<file path="src/rtl/ecc_log_pkg.sv">
package ecc_log_pkg;
  typedef enum logic [2:0] {
    A_STAT = 3'd0,
    A_ECMD = 3'd1,
    A_GCMD = 3'd2,
    A_LCOL = 3'd3,
    A_LROW = 3'd4,
    A_LBR  = 3'd5,
    A_LSYN = 3'd6
  } reg_addr_e;

  localparam int FLAG_SBE  = 0;
  localparam int FLAG_MBE  = 1;
  localparam int NUM_FLAGS = 2;
endpackage

</file>
<file path="src/rtl/ecc_err_flags.sv">
module ecc_err_flags #(
  parameter int NF = 2
) (
  input  logic          clk,
  input  logic          pwrok_n,
  input  logic [NF-1:0] set_i,
  input  logic [NF-1:0] clr_i,
  output logic [NF-1:0] flag_o,
  output logic [NF-1:0] rise_o
);
  logic [NF-1:0] flag_q;

  for (genvar g = 0; g < NF; g++) begin : g_flag
    always_ff @(posedge clk or negedge pwrok_n) begin
      if (!pwrok_n)       flag_q[g] <= 1'b0;
      else if (set_i[g])  flag_q[g] <= 1'b1;
      else if (clr_i[g])  flag_q[g] <= 1'b0;
    end


    flag_hold_chk: assert property (@(posedge clk) disable iff (!pwrok_n)
      (flag_q[g] && !clr_i[g]) |=> flag_q[g]);

    set_wins_chk: assert property (@(posedge clk) disable iff (!pwrok_n)
      set_i[g] |=> flag_q[g]);

    w1c_clear_chk: assert property (@(posedge clk) disable iff (!pwrok_n)
      (clr_i[g] && !set_i[g]) |=> !flag_q[g]);
  end

  assign flag_o = flag_q;
  assign rise_o = set_i & ~flag_q;
endmodule

</file>
<file path="src/rtl/ecc_err_log.sv">
module ecc_err_log #(
  parameter int COL_W  = 10,
  parameter int ROW_W  = 16,
  parameter int BANK_W = 3,
  parameter int RANK_W = 2,
  parameter int SYN_W  = 8
) (
  input  logic              clk,
  input  logic              pwrok_n,
  input  logic              ev_fire,
  input  logic              ev_multi,
  input  logic [COL_W-1:0]  ev_col,
  input  logic [ROW_W-1:0]  ev_row,
  input  logic [BANK_W-1:0] ev_bank,
  input  logic [RANK_W-1:0] ev_rank,
  input  logic [SYN_W-1:0]  ev_synd,
  input  logic              sflag_i,
  input  logic              mflag_i,
  output logic [COL_W-1:0]  log_col,
  output logic [ROW_W-1:0]  log_row,
  output logic [BANK_W-1:0] log_bank,
  output logic [RANK_W-1:0] log_rank,
  output logic [SYN_W-1:0]  log_synd
);
  localparam int LOG_W = COL_W + ROW_W + BANK_W + RANK_W + SYN_W;

  logic [LOG_W-1:0] log_q;
  logic             capture;

  // Lock decision uses the flags as they stood before this cycle.
  assign capture = ev_fire && !mflag_i && (ev_multi || !sflag_i);

  always_ff @(posedge clk or negedge pwrok_n) begin
    if (!pwrok_n)     log_q <= '0;
    else if (capture) log_q <= {ev_col, ev_row, ev_bank, ev_rank, ev_synd};
  end

  assign {log_col, log_row, log_bank, log_rank, log_synd} = log_q;


  mbe_freeze_chk: assert property (@(posedge clk) disable iff (!pwrok_n)
    mflag_i |=> $stable(log_q));

  sbe_lock_chk: assert property (@(posedge clk) disable iff (!pwrok_n)
    (sflag_i && !(ev_fire && ev_multi)) |=> $stable(log_q));

  mbe_overwrite_chk: assert property (@(posedge clk) disable iff (!pwrok_n)
    (ev_fire && ev_multi && !mflag_i) |=> (log_synd == $past(ev_synd) && log_row == $past(ev_row)));
endmodule

</file>
<file path="src/rtl/ecc_serr_gen.sv">
module ecc_serr_gen #(
  parameter int NF = 2
) (
  input  logic          clk,
  input  logic          rst_n,
  input  logic          wr_ecmd,
  input  logic          wr_gcmd,
  input  logic [NF-1:0] en_wdata,
  input  logic          glob_wdata,
  input  logic [NF-1:0] rise_i,
  output logic [NF-1:0] en_o,
  output logic          glob_o,
  output logic          serr_o
);
  logic [NF-1:0] en_q;
  logic          glob_q;
  logic          serr_q;

  always_ff @(posedge clk or negedge rst_n) begin
    if (!rst_n) begin
      en_q   <= '0;
      glob_q <= 1'b0;
      serr_q <= 1'b0;
    end else begin
      if (wr_ecmd) en_q   <= en_wdata;
      if (wr_gcmd) glob_q <= glob_wdata;
      serr_q <= glob_q && |(rise_i & en_q);
    end
  end

  assign en_o   = en_q;
  assign glob_o = glob_q;
  assign serr_o = serr_q;


  glob_gate_chk: assert property (@(posedge clk) disable iff (!rst_n)
    serr_q |-> $past(glob_q));

  pulse_fire_chk: assert property (@(posedge clk) disable iff (!rst_n)
    (glob_q && |(rise_i & en_q)) |=> serr_q);
endmodule

</file>
<file path="src/rtl/ecc_err_status.sv">
module ecc_err_status
  import ecc_log_pkg::*;
#(
  parameter int COL_W  = 10,
  parameter int ROW_W  = 16,
  parameter int BANK_W = 3,
  parameter int RANK_W = 2,
  parameter int SYN_W  = 8,
  parameter int DW     = 16
) (
  input  logic              clk,
  input  logic              rst_n,
  input  logic              pwrok_n,
  input  logic              ev_valid,
  output logic              ev_ready,
  input  logic              ev_multi,
  input  logic [COL_W-1:0]  ev_col,
  input  logic [ROW_W-1:0]  ev_row,
  input  logic [BANK_W-1:0] ev_bank,
  input  logic [RANK_W-1:0] ev_rank,
  input  logic [SYN_W-1:0]  ev_synd,
  input  logic              reg_wr,
  input  logic [2:0]        reg_addr,
  input  logic [DW-1:0]     reg_wdata,
  output logic [DW-1:0]     reg_rdata,
  output logic              serr_o
);
  localparam int NF = NUM_FLAGS;

  logic          ev_fire;
  logic [NF-1:0] set_v, clr_v, flag_v, rise_v, en_v;
  logic          glob_v;
  logic          wr_stat, wr_ecmd, wr_gcmd;
  logic [COL_W-1:0]  l_col;
  logic [ROW_W-1:0]  l_row;
  logic [BANK_W-1:0] l_bank;
  logic [RANK_W-1:0] l_rank;
  logic [SYN_W-1:0]  l_synd;

  assign ev_ready = 1'b1;
  assign ev_fire  = ev_valid;

  assign set_v[FLAG_SBE] = ev_fire && !ev_multi;
  assign set_v[FLAG_MBE] = ev_fire &&  ev_multi;

  assign wr_stat = reg_wr && (reg_addr == A_STAT);
  assign wr_ecmd = reg_wr && (reg_addr == A_ECMD);
  assign wr_gcmd = reg_wr && (reg_addr == A_GCMD);
  assign clr_v   = wr_stat ? reg_wdata[NF-1:0] : '0;

  ecc_err_flags #(.NF(NF)) u_flags (
    .clk     (clk),
    .pwrok_n (pwrok_n),
    .set_i   (set_v),
    .clr_i   (clr_v),
    .flag_o  (flag_v),
    .rise_o  (rise_v)
  );

  ecc_err_log #(
    .COL_W(COL_W), .ROW_W(ROW_W), .BANK_W(BANK_W), .RANK_W(RANK_W), .SYN_W(SYN_W)
  ) u_log (
    .clk      (clk),
    .pwrok_n  (pwrok_n),
    .ev_fire  (ev_fire),
    .ev_multi (ev_multi),
    .ev_col   (ev_col),
    .ev_row   (ev_row),
    .ev_bank  (ev_bank),
    .ev_rank  (ev_rank),
    .ev_synd  (ev_synd),
    .sflag_i  (flag_v[FLAG_SBE]),
    .mflag_i  (flag_v[FLAG_MBE]),
    .log_col  (l_col),
    .log_row  (l_row),
    .log_bank (l_bank),
    .log_rank (l_rank),
    .log_synd (l_synd)
  );

  ecc_serr_gen #(.NF(NF)) u_serr (
    .clk        (clk),
    .rst_n      (rst_n),
    .wr_ecmd    (wr_ecmd),
    .wr_gcmd    (wr_gcmd),
    .en_wdata   (reg_wdata[NF-1:0]),
    .glob_wdata (reg_wdata[0]),
    .rise_i     (rise_v),
    .en_o       (en_v),
    .glob_o     (glob_v),
    .serr_o     (serr_o)
  );

  always_comb begin
    reg_rdata = '0;
    case (reg_addr)
      A_STAT:  reg_rdata = DW'(flag_v);
      A_ECMD:  reg_rdata = DW'(en_v);
      A_GCMD:  reg_rdata = DW'(glob_v);
      A_LCOL:  reg_rdata = DW'(l_col);
      A_LROW:  reg_rdata = DW'(l_row);
      A_LBR:   reg_rdata = DW'({l_rank, l_bank});
      A_LSYN:  reg_rdata = DW'(l_synd);
      default: reg_rdata = '0;
    endcase
  end


  sbe_source_chk: assert property (@(posedge clk) disable iff (!pwrok_n)
    $rose(flag_v[FLAG_SBE]) |-> $past(ev_valid && !ev_multi));

  mbe_source_chk: assert property (@(posedge clk) disable iff (!pwrok_n)
    $rose(flag_v[FLAG_MBE]) |-> $past(ev_valid && ev_multi));
endmodule

</file>
<file path="config.mk">
export PLATFORM = sky130hd
export DESIGN_NAME = ecc_err_status
export DESIGN_NICKNAME = d
export VERILOG_FILES = /design/src/rtl/ecc_log_pkg.sv /design/src/rtl/ecc_err_flags.sv /design/src/rtl/ecc_err_log.sv /design/src/rtl/ecc_serr_gen.sv /design/src/rtl/ecc_err_status.sv
export SDC_FILE = /design/constraint.sdc
export NUM_CORES = 1
export LEC_CHECK = 0
export BUFFER_PORTS_ARGS = -buffer_cell sky130_fd_sc_hd__buf_4
export CAP_MARGIN = 20
export CORE_MARGIN = 3
export CORE_UTILIZATION = 45
export CTS_CLUSTER_DIAMETER = 150
export DETAILED_ROUTE_END_ITERATION = 10
export GPL_TIMING_DRIVEN = 1
export PLACE_DENSITY = 0.71
export SYNTH_ARGS = -nofsm -noshare
export SYNTH_HDL_FRONTEND = slang
export SYNTH_HIERARCHICAL = 1
export SYNTH_SLANG_ARGS = --single-unit
</file>
<file path="constraint.sdc">
create_clock -name clk -period 2.3 [get_ports clk]
set_clock_uncertainty 0.2 [all_clocks]
set_input_delay 0.46 -clock clk [delete_from_list [all_inputs] [get_ports clk]]
set_output_delay 0.46 -clock clk [all_outputs]
set_load 0.02 [all_outputs]
</file>
==> results of run 1 <==
[synth_stat cells, drive strengths merged]
| master | count | area, um^2 |
|---|---|---|
| nand2b | 1 | 6.26 |
| o32a | 1 | 10.0 |
| dfrtp | 45 | 1130 |
| and2 | 9 | 56.3 |
| a22oi | 1 | 7.51 |
| nor3b | 4 | 57.6 |
| nand3b | 3 | 22.5 |
| or3 | 1 | 6.26 |
| and4bb | 1 | 12.5 |
| a22o | 5 | 43.8 |
| o221ai | 1 | 8.76 |
| nand2 | 5 | 18.8 |
| a21oi | 2 | 13.8 |
| nor4b | 1 | 15.0 |
| o21ai | 7 | 35.0 |
| mux2 | 44 | 499 |
| and3b | 1 | 8.76 |
| buf | 11 | 105 |
| inv | 3 | 11.3 |
| nor3 | 1 | 5.00 |
| conb | 1 | 3.75 |
| a21o | 2 | 15.0 |
| mux2i | 9 | 90.1 |
| nor2b | 5 | 38.8 |
[registers in the layout (all words and copies together), names as in the netlist]
signal          flops
u_flags/flag_o      2
u_log/log_q        39
u_serr/en_o         2
u_serr/glob_o       1
u_serr/serr_o       1
[power by group]
part	internal (mW)	switching, mW
combinational	0.375	0.240
sequential	1.07	0.139
clock	0.431	0.259
[area by class of cell]
type                       instances  area (um^2)
clock inverter                     3         65.1
clock buffer                       5         68.8
inverter                           3         11.3
multi-input combinational        105          975
sequential                        45         1130
tap                               65         81.3
timing repair buffer              70          543
fill                             374         1690
[how the worst max path moves through the flow]
stage / startpoint / endpoint / slack, ns
after floorplan: reg_addr[0] / reg_rdata[1] / 0.33
after CTS: reg_addr[0] / reg_rdata[1] / 0.16
after global placement: reg_addr[0] / reg_rdata[1] / 0.15
after detailed placement: reg_addr[0] / reg_rdata[1] / 0.16
after global routing: reg_addr[0] / reg_rdata[5] / 0.06
final: reg_addr[0] / reg_rdata[1] / 0.15
[cell usage in the layout (no fill, tap or decap), drive strengths merged, types with 2 or more instances in the layout]
| cell type | instances |
|---|---|
| a21o | 2 |
| a21oi | 2 |
| a22o | 5 |
| and2 | 9 |
| buf | 68 |
| bufinv | 2 |
| clkbuf | 5 |
| dfrtp | 45 |
| dlygate4sd3 | 2 |
| inv | 3 |
| mux2 | 44 |
| mux2i | 9 |
| nand2 | 5 |
| nand3b | 3 |
| nor2b | 5 |
| nor3b | 4 |
| o21ai | 7 |
[kinds of logic (layout without fill, tap and decap cells)]
| group | count (synthesis) | in the layout | share of synthesized area, % |
|---|---|---|---|
| DFF | 45 | 45 | 50.8 |
| buffers and inverters | 14 | 81 | 5.25 |
| AOI/OAI and AO/OA | 19 | 19 | 6.04 |
| muxes | 53 | 53 | 26.6 |
| and+or+nand+nor | 32 | 32 | 11.2 |
| other | 1 | 1 | 0.169 |
[per-layer routing]
metal  routed length [um]  track usage, %
met1                 2070            21.1
met5                    0               0
met3                  265            4.61
met2                 2240            26.3
met4                   24            4.53
[per-stage QoR]
stage | instance area, um^2 | std cells | power (mW) | hold WS [ns] | utilization [%]
finish | 2870 | 296 | 2.51 | 0.185 | 62.9
global route | 2870 | 296 | 2.65 | 0.173 | 62.9
CTS | 2870 | 296 | 2.54 | 0.173 | 62.9
detailed placement | 2720 | 286 | 1.84 | 0.0607 | 59.5
global placement | 2720 | 286 | 1.80 | 0.0568 | 59.5
floorplan | 2220 | 164 | 1.61 | -0.0356 | -
[repair_timing]
item / 4_1_cts / 5_1_grt
hold buffers: 2 / 0
setup endpoints to repair: 0 / 0
endpoints found under the hold margin: 45 / 0
==> summary.txt, run 1 <==
STA
  • Worst Setup Slack, final: 0.152 ns
  • Tcrit/Tclk final: 93.4%
  • Final setup violating endpoints: 0
  • Actual slew at the worst max-slew pin: 0.517 ns
  • RSZ-0062 raised after global routing: false
  • Rel. slew slack: 65.6%
  • Fmax: 466 MHz
  • Setup TNS: 0 ns
  • Final hold vios: 0
  • Final min period: 2.15 ns
  • Max Slew Vio Count: 0

Detailed routing
  • Post-route DRC violation count: 0
  • Drt total wl: 4600 um
  • Drt first-iter violations: 72
  • Vias per cell: 5.09
  • Avg WL per Cell: 15.6 um
  • Drt pass-1 iters: 4
  • Final ANT Viol Nets: 0
  • Via count: 1508

Power
  • VDD IR-drop max: 588 uV
  • LEAKAGE: 1.31 nW
  • PwrDens: 874 mW/mm^2

Clocking
  • CTS H-tree depth: 2
  • CTS Sinks: 45
  • Setup Buffers After CTS: 0
  • Reg clk slew, reported paths: 0.08 ns
  • CTS Buffer Depth: 2
  • Root Buffer: clkbuf_8
  • Post-CTS Resized: 0
  • CTS tree: done
  • Worst-skew pair later-pin latency: 0.29 ns
  • CTS Buf Count: 5

GRT
  • Largest net degree at the start of global routing: 42
  • Total GRT Usage: 16.2%
  • First-pass GRT wire length: 7670 um
  • Number of global-route vias before repair: 1561
  • GR Overflow Total: 0
  • Initial antenna violation count: 0

Place
  • Detailed placement HPWL: 3370 um
  • PortBufs: 66
  • DP Worst Slack: 0.161 ns
  • Final GP Congestion: 0.850

Floorplan
  • Core area: 0.00456 mm^2
  • Die area: 0.00580 mm^2
  • Die height: 76.2 um
  • Ports: 82
  • Initial Utilization: 48.6%
  • Die W: 76.2 um
  • Num rows: 24

Hold path
  • Hold Path Sink: u_log/log_q[23]
  • Hold path startpoint: ev_row[10]
  • Worst hold path type: in -> reg
  • Hold-critical path depth: 2

Outcome
  • Status: complete, no violations

Final layout
  • P&R area growth vs syn: 29.5%
  • Layout cells sized above 1: 49.8%
  • Total Nets Final: 294
  • Ant. Diodes: 0

Critical path
  • CP delay by family, top: buffers and inverters
  • Crit-path max cell delay: 0.33 ns
  • Setup Crit Path Kind: in -> out
  • FF-to-FF End: u_log/log_q[6]
  • Worst-path cell chain: buf_4, mux2_4, a21oi_2, o221ai_1, buf_4
  • Most common cell on crit path: buf_4
  • Worst EP arrival: 1.49 ns
  • Crit path launch type: primary input
  • Worst R2R Start: u_flags/flag_o[0]
  • Critical path depth: 5
  • Crit-path max FO: 17
  • Buf/Inv on CP: 2
  • Worst Reg-to-Reg Cells: 4
  • Worst reg2reg setup slack: 0.58 ns
  • Crit. End Element: output port
  • Critical-path top delay cell: mux2_4
  • Required time worst endpoint: 1.64 ns

Yosys
  • Mapped Nets: 228
  • Synth unique cells: 31
  • Yosys warnings: 6
  • Post-Syn Area: 0.00222 mm^2
  • Syn_area_per_cell: 13.5 um^2
  • Seq/Total Area, Yosys: 50.8%
  • #FFs+latches synth: 45
  • Mapped Cells: 164

Job
  • Max cap viols: 0
No activity file was read; power rests on OpenSTA's default activity.
==> inputs of run 2 (changes only) <==
==> constraint.sdc (replaced) <==
create_clock -name clk -period 2.3 [get_ports clk]
set_clock_uncertainty 0.2 [all_clocks]
set_input_delay 0.345 -clock clk [delete_from_list [all_inputs] [get_ports clk]]
set_output_delay 0.345 -clock clk [all_outputs]
set_load 0.02 [all_outputs]
==> run 2 against run 1 <==
Wire length about the same. Non-clock buffer count shrank 1. Global-route usage increased by 0.54 points. Core utilization decreased by 0.47 points. Cell count decreased by 0.34%. Sequential share of layout area up 0.29 points. Total power down 3.0%.
==> summary.txt, run 2 (same netlist as run 1, synthesis figures left out) <==
Hold path
  • Worst hold path type: in -> reg

Detailed routing
  • Post-route DRC violation count: 0 (unchanged)
  • Drt pass-1 iters: 4 (unchanged)
  • Met2 Routed Length: 2250 um (+0.27%)
  • Via count: 1494 (-0.93%)
  • Met3 routed WL: 308 um (+16%)
  • Final ANT Viol Nets: 0 (unchanged)
  • Vias per cell: 5.06 (-0.59%)
  • M1 WL: 2010 um (-3.1%)
  • Drt first-iter violations: 68 (-5.6%)
  • Avg WL per Cell: 15.6 um (+0.27%)
  • Top Metal Used: met4
  • Drt total wl: 4600 um (about the same)

STA
  • Setup TNS: 0 ns (unchanged)
  • Rel. slew slack: 65.4% (-0.19 points)
  • Hold WS: 0.0680 ns (-0.117 ns)
  • Final min period: 1.96 ns (-0.190 ns)
  • Fmax: 511 MHz (+9.7%)
  • Tcrit/Tclk final: 85.1% (-8.2 points)
  • Final hold vios: 0 (unchanged)
  • RSZ-0062 raised after global routing: false
  • Max Slew Vio Count: 0 (unchanged)
  • Final setup violating endpoints: 0 (unchanged)
  • Actual slew at the worst max-slew pin: 0.519 ns (+0.00291 ns)

Floorplan
  • Initial Utilization: 48.6% (unchanged)
  • Num rows: 24 (unchanged)
  • Die height: 76.2 um (unchanged)
  • Ports: 82 (unchanged)
  • Core area: 0.00456 mm^2 (unchanged)
  • Die area: 0.00580 mm^2 (unchanged)
  • Die W: 76.2 um (unchanged)

Power
  • LEAKAGE: 1.30 nW (-1.2%)
  • Clock share of power: 25.3% (-2.2 points)
  • PwrDens: 855 mW/mm^2 (-2.3%)
  • Switching part of the total power: 26.4% (+0.95 points)
  • P_sw: 0.643 mW (+0.61%)
  • Final total power: 2.43 mW (-3.0%)
  • Seq pwr share: 49.3% (+1.3 points)
  • Pint: 1.79 mW (-4.2%)
  • VDD IR-drop max: 532 uV (-9.4%)
  • Logic gate share of total power: 25.4% (+0.9 points)

Critical path
  • Worst EP arrival: 1.41 ns (-0.08 ns)
  • Crit-path max FO: 21 (+4)
  • Setup Crit Path Kind: in -> out
  • Required time worst endpoint: 1.75 ns (+0.11 ns)
  • Crit path launch type: primary input
  • Worst reg2reg setup slack: 0.59 ns (about the same)
  • Crit. End Element: output port

Clocking
  • Post-CTS Resized: 0 (unchanged)
  • CTS Sinks: 45 (unchanged)
  • CTS H-tree depth: 2 (unchanged)
  • Setup Buffers After CTS: 0 (unchanged)
  • Reg clk slew, reported paths: 0.08 ns (about the same)
  • Worst-skew pair later-pin latency: 0.29 ns (about the same)
  • CTS tree: done
  • CTS Buffer Depth: 2 (unchanged)
  • CTS Buf Count: 5 (unchanged)
  • Root Buffer: clkbuf_8

Place
  • Detailed placement HPWL: 3310 um (-1.7%)
  • PortBufs: 66 (unchanged)
  • Final GP Congestion: 0.847 (-0.31%)

GRT
  • Number of global-route vias before repair: 1613 (+3.3%)
  • Largest net degree at the start of global routing: 42 (unchanged)
  • Total GRT Usage: 16.7% (+0.54 points)
  • First-pass GRT wire length: 7890 um (+2.9%)
  • Initial antenna violation count: 0 (unchanged)
  • GR Overflow Total: 0 (unchanged)

Final layout
  • FILL cells: 374 (unchanged)
  • Register area: 0.00113 mm^2 (unchanged)
  • Total Nets Final: 293 (-0.34%)
  • Commonest cells after routing, fill and taps aside: buf_4 (66), dfrtp_1 (45), mux2_2 (32)
  • Final design utilization: 62.4% (-0.47 points)
  • Largest Register: u_log/log_q
  • Multi-input logic area: 975 um^2 (unchanged)
  • P&R area growth vs syn: 28.5%
  • Ant. Diodes: 0 (unchanged)
  • Largest register FFs: 39 (unchanged)
  • Layout cells sized above 1: 49.6% (-0.22 points)
  • Most common cell after layout, fill and taps aside: buf_4

Job
  • Max cap viols: 0 (unchanged)

Outcome
  • Status: complete, no violations
## run 2: cell count changes in the layout (fill, tap and decap cells not counted)
cell and change:
buf_4 -1, bufinv_16 -1, clkbuf_8 +1, clkinv_2 -1
clkinvlp_4 +1
## run 2: metrics by stage
stage / setup WS [ns] / instance area, um^2 / cells
after floorplan: 0.560 / 2220 / 164
after global placement: 0.360 / 2710 / 285
after detailed placement: 0.333 / 2710 / 285
after CTS: 0.329 / 2850 / 295
after global routing: 0.246 / 2850 / 295
final: 0.342 / 2850 / 295
## run 2: final timing paths
path | startpoint | end | cells past startpoint
min in group asynchronous | rst_n | u_serr/en_o[0] | 2
max in group asynchronous | pwrok_n | u_log/log_q[1] | 2
worst min register to register | u_log/log_q[24] | u_log/log_q[24] | 1
worst min-delay path | ev_col[2] | u_log/log_q[31] | 2
worst max register to register | u_flags/flag_o[0] | u_log/log_q[10] | 4
worst max-delay path | reg_addr[1] | reg_rdata[5] | 5
## run 2: what timing repair did
item / in CTS / in global routing
hold buffers: 2 / 0
endpoints found under the setup margin: 0 / 0
endpoints found under the hold margin: 45 / 0
## run 2: power by group through the flow
stage	clock [mW]	combinational (mW)	sequential [mW]
after CTS	0.638	0.627	1.20
after global placement	0	0.593	1.20
after detailed placement	0	0.619	1.22
after global routing	0.673	0.678	1.24
final	0.617	0.618	1.20
after floorplan	0	0.436	1.17
## run 2: cell type report
type                       instances  area share, %
clock inverter                     2           1.32
timing repair buffer              69           18.8
tap                               65           2.85
inverter                           3          0.395
sequential                        45           39.5
multi-input combinational        105           34.2
clock buffer                       6           2.90
## run 2: critical path: stages
cell,delay [ns]
buf_4,0.26
and3b_1,0.41
nand2_1,0.10
o21ai_1,0.11
buf_4,0.17
## run 2: per-layer routing
metal / GRT usage [%] / vias to the layer above
met1: 22.1 / 730
met4: 4.35 / 0
met2: 26.6 / 49
li1: - / 709
met5: 0 / -
met3: 5.32 / 6
==> inputs of run 3 (changes only) <==
clock period = 2.4 ns   (was 2.3 ns; I/O delays follow)
==> run 3 against run 2 <==
Clock-buffer cell count unchanged. Sequential share of layout area is 0.53 points higher. Core utilization decreased by 0.82 points. Worst hold slack improved by 0.016 ns. Worst setup slack gained 0.090 ns. Sequential cell count unchanged. Largest cell class unchanged. Highest routed layer unchanged.
==> summary.txt, run 3 (same netlist as run 1, synthesis figures left out) <==
Final layout
  • Most common cell after layout, fill and taps aside: buf_4
  • Layout cells sized above 1: 49.1% (-0.43 points)
  • Total Nets Final: 293 (unchanged)
  • Final Cell Area: 0.00281 mm^2 (-1.3%)
  • Final design utilization: 61.6% (-0.82 points)
  • Finished Layout Cells: 295 (unchanged)
  • Commonest cells after routing, fill and taps aside: buf_4 (66), dfrtp_1 (45), mux2_2 (32)
  • Ant. Diodes: 0 (unchanged)
  • Largest register FFs: 39 (unchanged)
  • P&R area growth vs syn: 26.8%
  • Largest Register: u_log/log_q

GRT
  • First-pass GRT wire length: 7850 um (-0.52%)
  • Total GRT Usage: 16.7% (about the same)
  • Largest net degree at the start of global routing: 42 (unchanged)
  • Initial antenna violation count: 0 (unchanged)
  • GR Overflow Total: 0 (unchanged)
  • Number of global-route vias before repair: 1639 (+1.6%)

Power
  • Pint: 1.58 mW (-12%)
  • Logic gate share of total power: 27.0% (+1.6 points)
  • P_sw: 0.604 mW (-6.0%)
  • Final total power: 2.18 mW (-10%)
  • Clock share of power: 20.3% (-5.0 points)
  • PwrDens: 777 mW/mm^2 (-9.1%)
  • Switching part of the total power: 27.6% (+1.2 points)
  • VDD IR-drop max: 395 uV (-26%)
  • Seq pwr share: 52.7% (+3.4 points)
  • LEAKAGE: 1.29 nW (-0.96%)

Detailed routing
  • Vias per cell: 5.04 (-0.47%)
  • Drt first-iter violations: 70 (+2.9%)
  • Avg WL per Cell: 15.4 um (-1.3%)
  • Via count: 1487 (-0.47%)
  • Post-route DRC violation count: 0 (unchanged)
  • Drt total wl: 4540 um (-1.3%)
  • Final ANT Viol Nets: 0 (unchanged)
  • Drt pass-1 iters: 4 (unchanged)

Hold path
  • Hold path startpoint: ev_col[2]
  • Worst hold path type: in -> reg
  • Hold Path Sink: u_log/log_q[31]
  • Hold-critical path depth: 2 (unchanged)

Critical path
  • Worst Reg-to-Reg Cells: 4 (unchanged)
  • Crit-path max FO: 2 (-90%)
  • Critical-path top delay cell: dfrtp_1
  • Crit-path max cell delay: 0.38 ns (-0.03 ns)
  • Setup Crit Path Kind: reg -> out
  • Worst-path cell chain: mux2_4, a21oi_2, o221ai_1, buf_4
  • Crit. End Element: output port
  • Crit path launch type: flop
  • Worst reg2reg setup slack: 0.70 ns (+0.11 ns)
  • Buf/Inv on CP: 1 (-1)
  • CP delay by family, top: flip-flops
  • Required time worst endpoint: 1.84 ns (+0.09 ns)
  • Worst R2R Start: u_flags/flag_o[0]
  • Worst EP arrival: 1.41 ns (about the same)
  • FF-to-FF End: u_log/log_q[15]

Floorplan
  • Num rows: 24 (unchanged)
  • Die W: 76.2 um (unchanged)
  • Ports: 82 (unchanged)
  • Die height: 76.2 um (unchanged)
  • Die area: 0.00580 mm^2 (unchanged)
  • Core area: 0.00456 mm^2 (unchanged)
  • Initial Utilization: 48.6% (unchanged)

Place
  • Placement Cell Area: 0.00271 mm^2 (unchanged)
  • Final GP Congestion: 0.847 (about the same)
  • PortBufs: 66 (unchanged)
  • Detailed placement HPWL: 3310 um (-0.14%)
  • DP Worst Slack: 0.419 ns (+0.0861 ns)
  • Dpl cells: 285 (unchanged)

STA
  • Worst Setup Slack, final: 0.432 ns (+0.0903 ns)
  • Tcrit/Tclk final: 82.0%
  • Fmax: 508 MHz
  • Hold WS: 0.0843 ns (+0.0163 ns)
  • Max Slew Vio Count: 0 (unchanged)
  • Final min period: 1.97 ns
  • Final setup violating endpoints: 0 (unchanged)
  • Final hold vios: 0 (unchanged)
  • Setup TNS: 0 ns (unchanged)
  • RSZ-0062 raised after global routing: false
  • Rel. slew slack: 65.2% (-0.16 points)
  • Actual slew at the worst max-slew pin: 0.522 ns (+0.00236 ns)

Clocking
  • CTS Sinks: 45 (unchanged)
  • Setup Buffers After CTS: 0 (unchanged)
  • CTS Buffer Depth: 2 (unchanged)
  • Worst-skew pair later-pin latency: 0.29 ns (about the same)
  • Reg clk slew, reported paths: 0.08 ns (about the same)
  • CTS Buf Count: 5 (unchanged)
  • CTS tree: done
  • Root Buffer: clkbuf_8
  • CTS H-tree depth: 2 (unchanged)

Outcome
  • Status: complete, no violations

Job
  • Max cap viols: 0 (unchanged)
run 3: cell types whose count changed in the layout (fill, tap and decap cells not counted):
cell	change
clkinv_2	+2
bufinv_16	-1
clkbuf_8	-1
clkbuf_1	+1
clkinvlp_4	-1
run 3: per-layer routing:
layer	vias up	global-route usage [%]	part of all wire (%)
li1	710	-	-
met1	728	22.0	44
met2	42	27.0	49
met3	7	4.96	5.4
met4	0	4.53	1.0
met5	-	0	0
run 3: cell type report:
type / instances / area [um^2]
clock buffers: 6 / 72.6
flip-flops and latches: 45 / 1130
well taps: 65 / 81.3
clock inverters: 2 / 10.0
inverters: 3 / 11.3
repair buffers: 69 / 536
fillers: 381 / 1750
multi-input cells: 105 / 975
run 3: worst max-delay path by stage:
| stage | startpoint | to | slack (ns) | cells after the start |
|---|---|---|---|---|
| final | u_log/log_q[14] | reg_rdata[1] | 0.43 | 4 |
| after global routing | reg_addr[1] | reg_rdata[3] | 0.34 | 4 |
| after CTS | reg_addr[1] | reg_rdata[5] | 0.42 | 5 |
| after detailed placement | reg_addr[1] | reg_rdata[5] | 0.42 | 5 |
| after global placement | reg_addr[1] | reg_rdata[5] | 0.43 | 5 |
| after floorplan | reg_addr[0] | reg_rdata[1] | 0.63 | 5 |
run 3: power groups by stage:
stage | clock network [mW] | logic (mW) | registers (mW)
after floorplan | 0 | 0.418 | 1.12
after global placement | 0 | 0.568 | 1.15
after detailed placement | 0 | 0.592 | 1.17
after CTS | 0.460 | 0.599 | 1.16
after global routing | 0.497 | 0.647 | 1.19
final | 0.442 | 0.590 | 1.15
run 3: repair_timing:
action                    CTS  global route
gates resized for setup     0             0
hold buffers                2             0
hold endpoints to repair   45             0
run 3: worst register-to-register path: stages (launching register included):
cell and delay [ns]:
dfrtp_1 0.41, nor2b_4 0.14, nor3b_4 0.20, buf_12 0.26, mux2_2 0.38
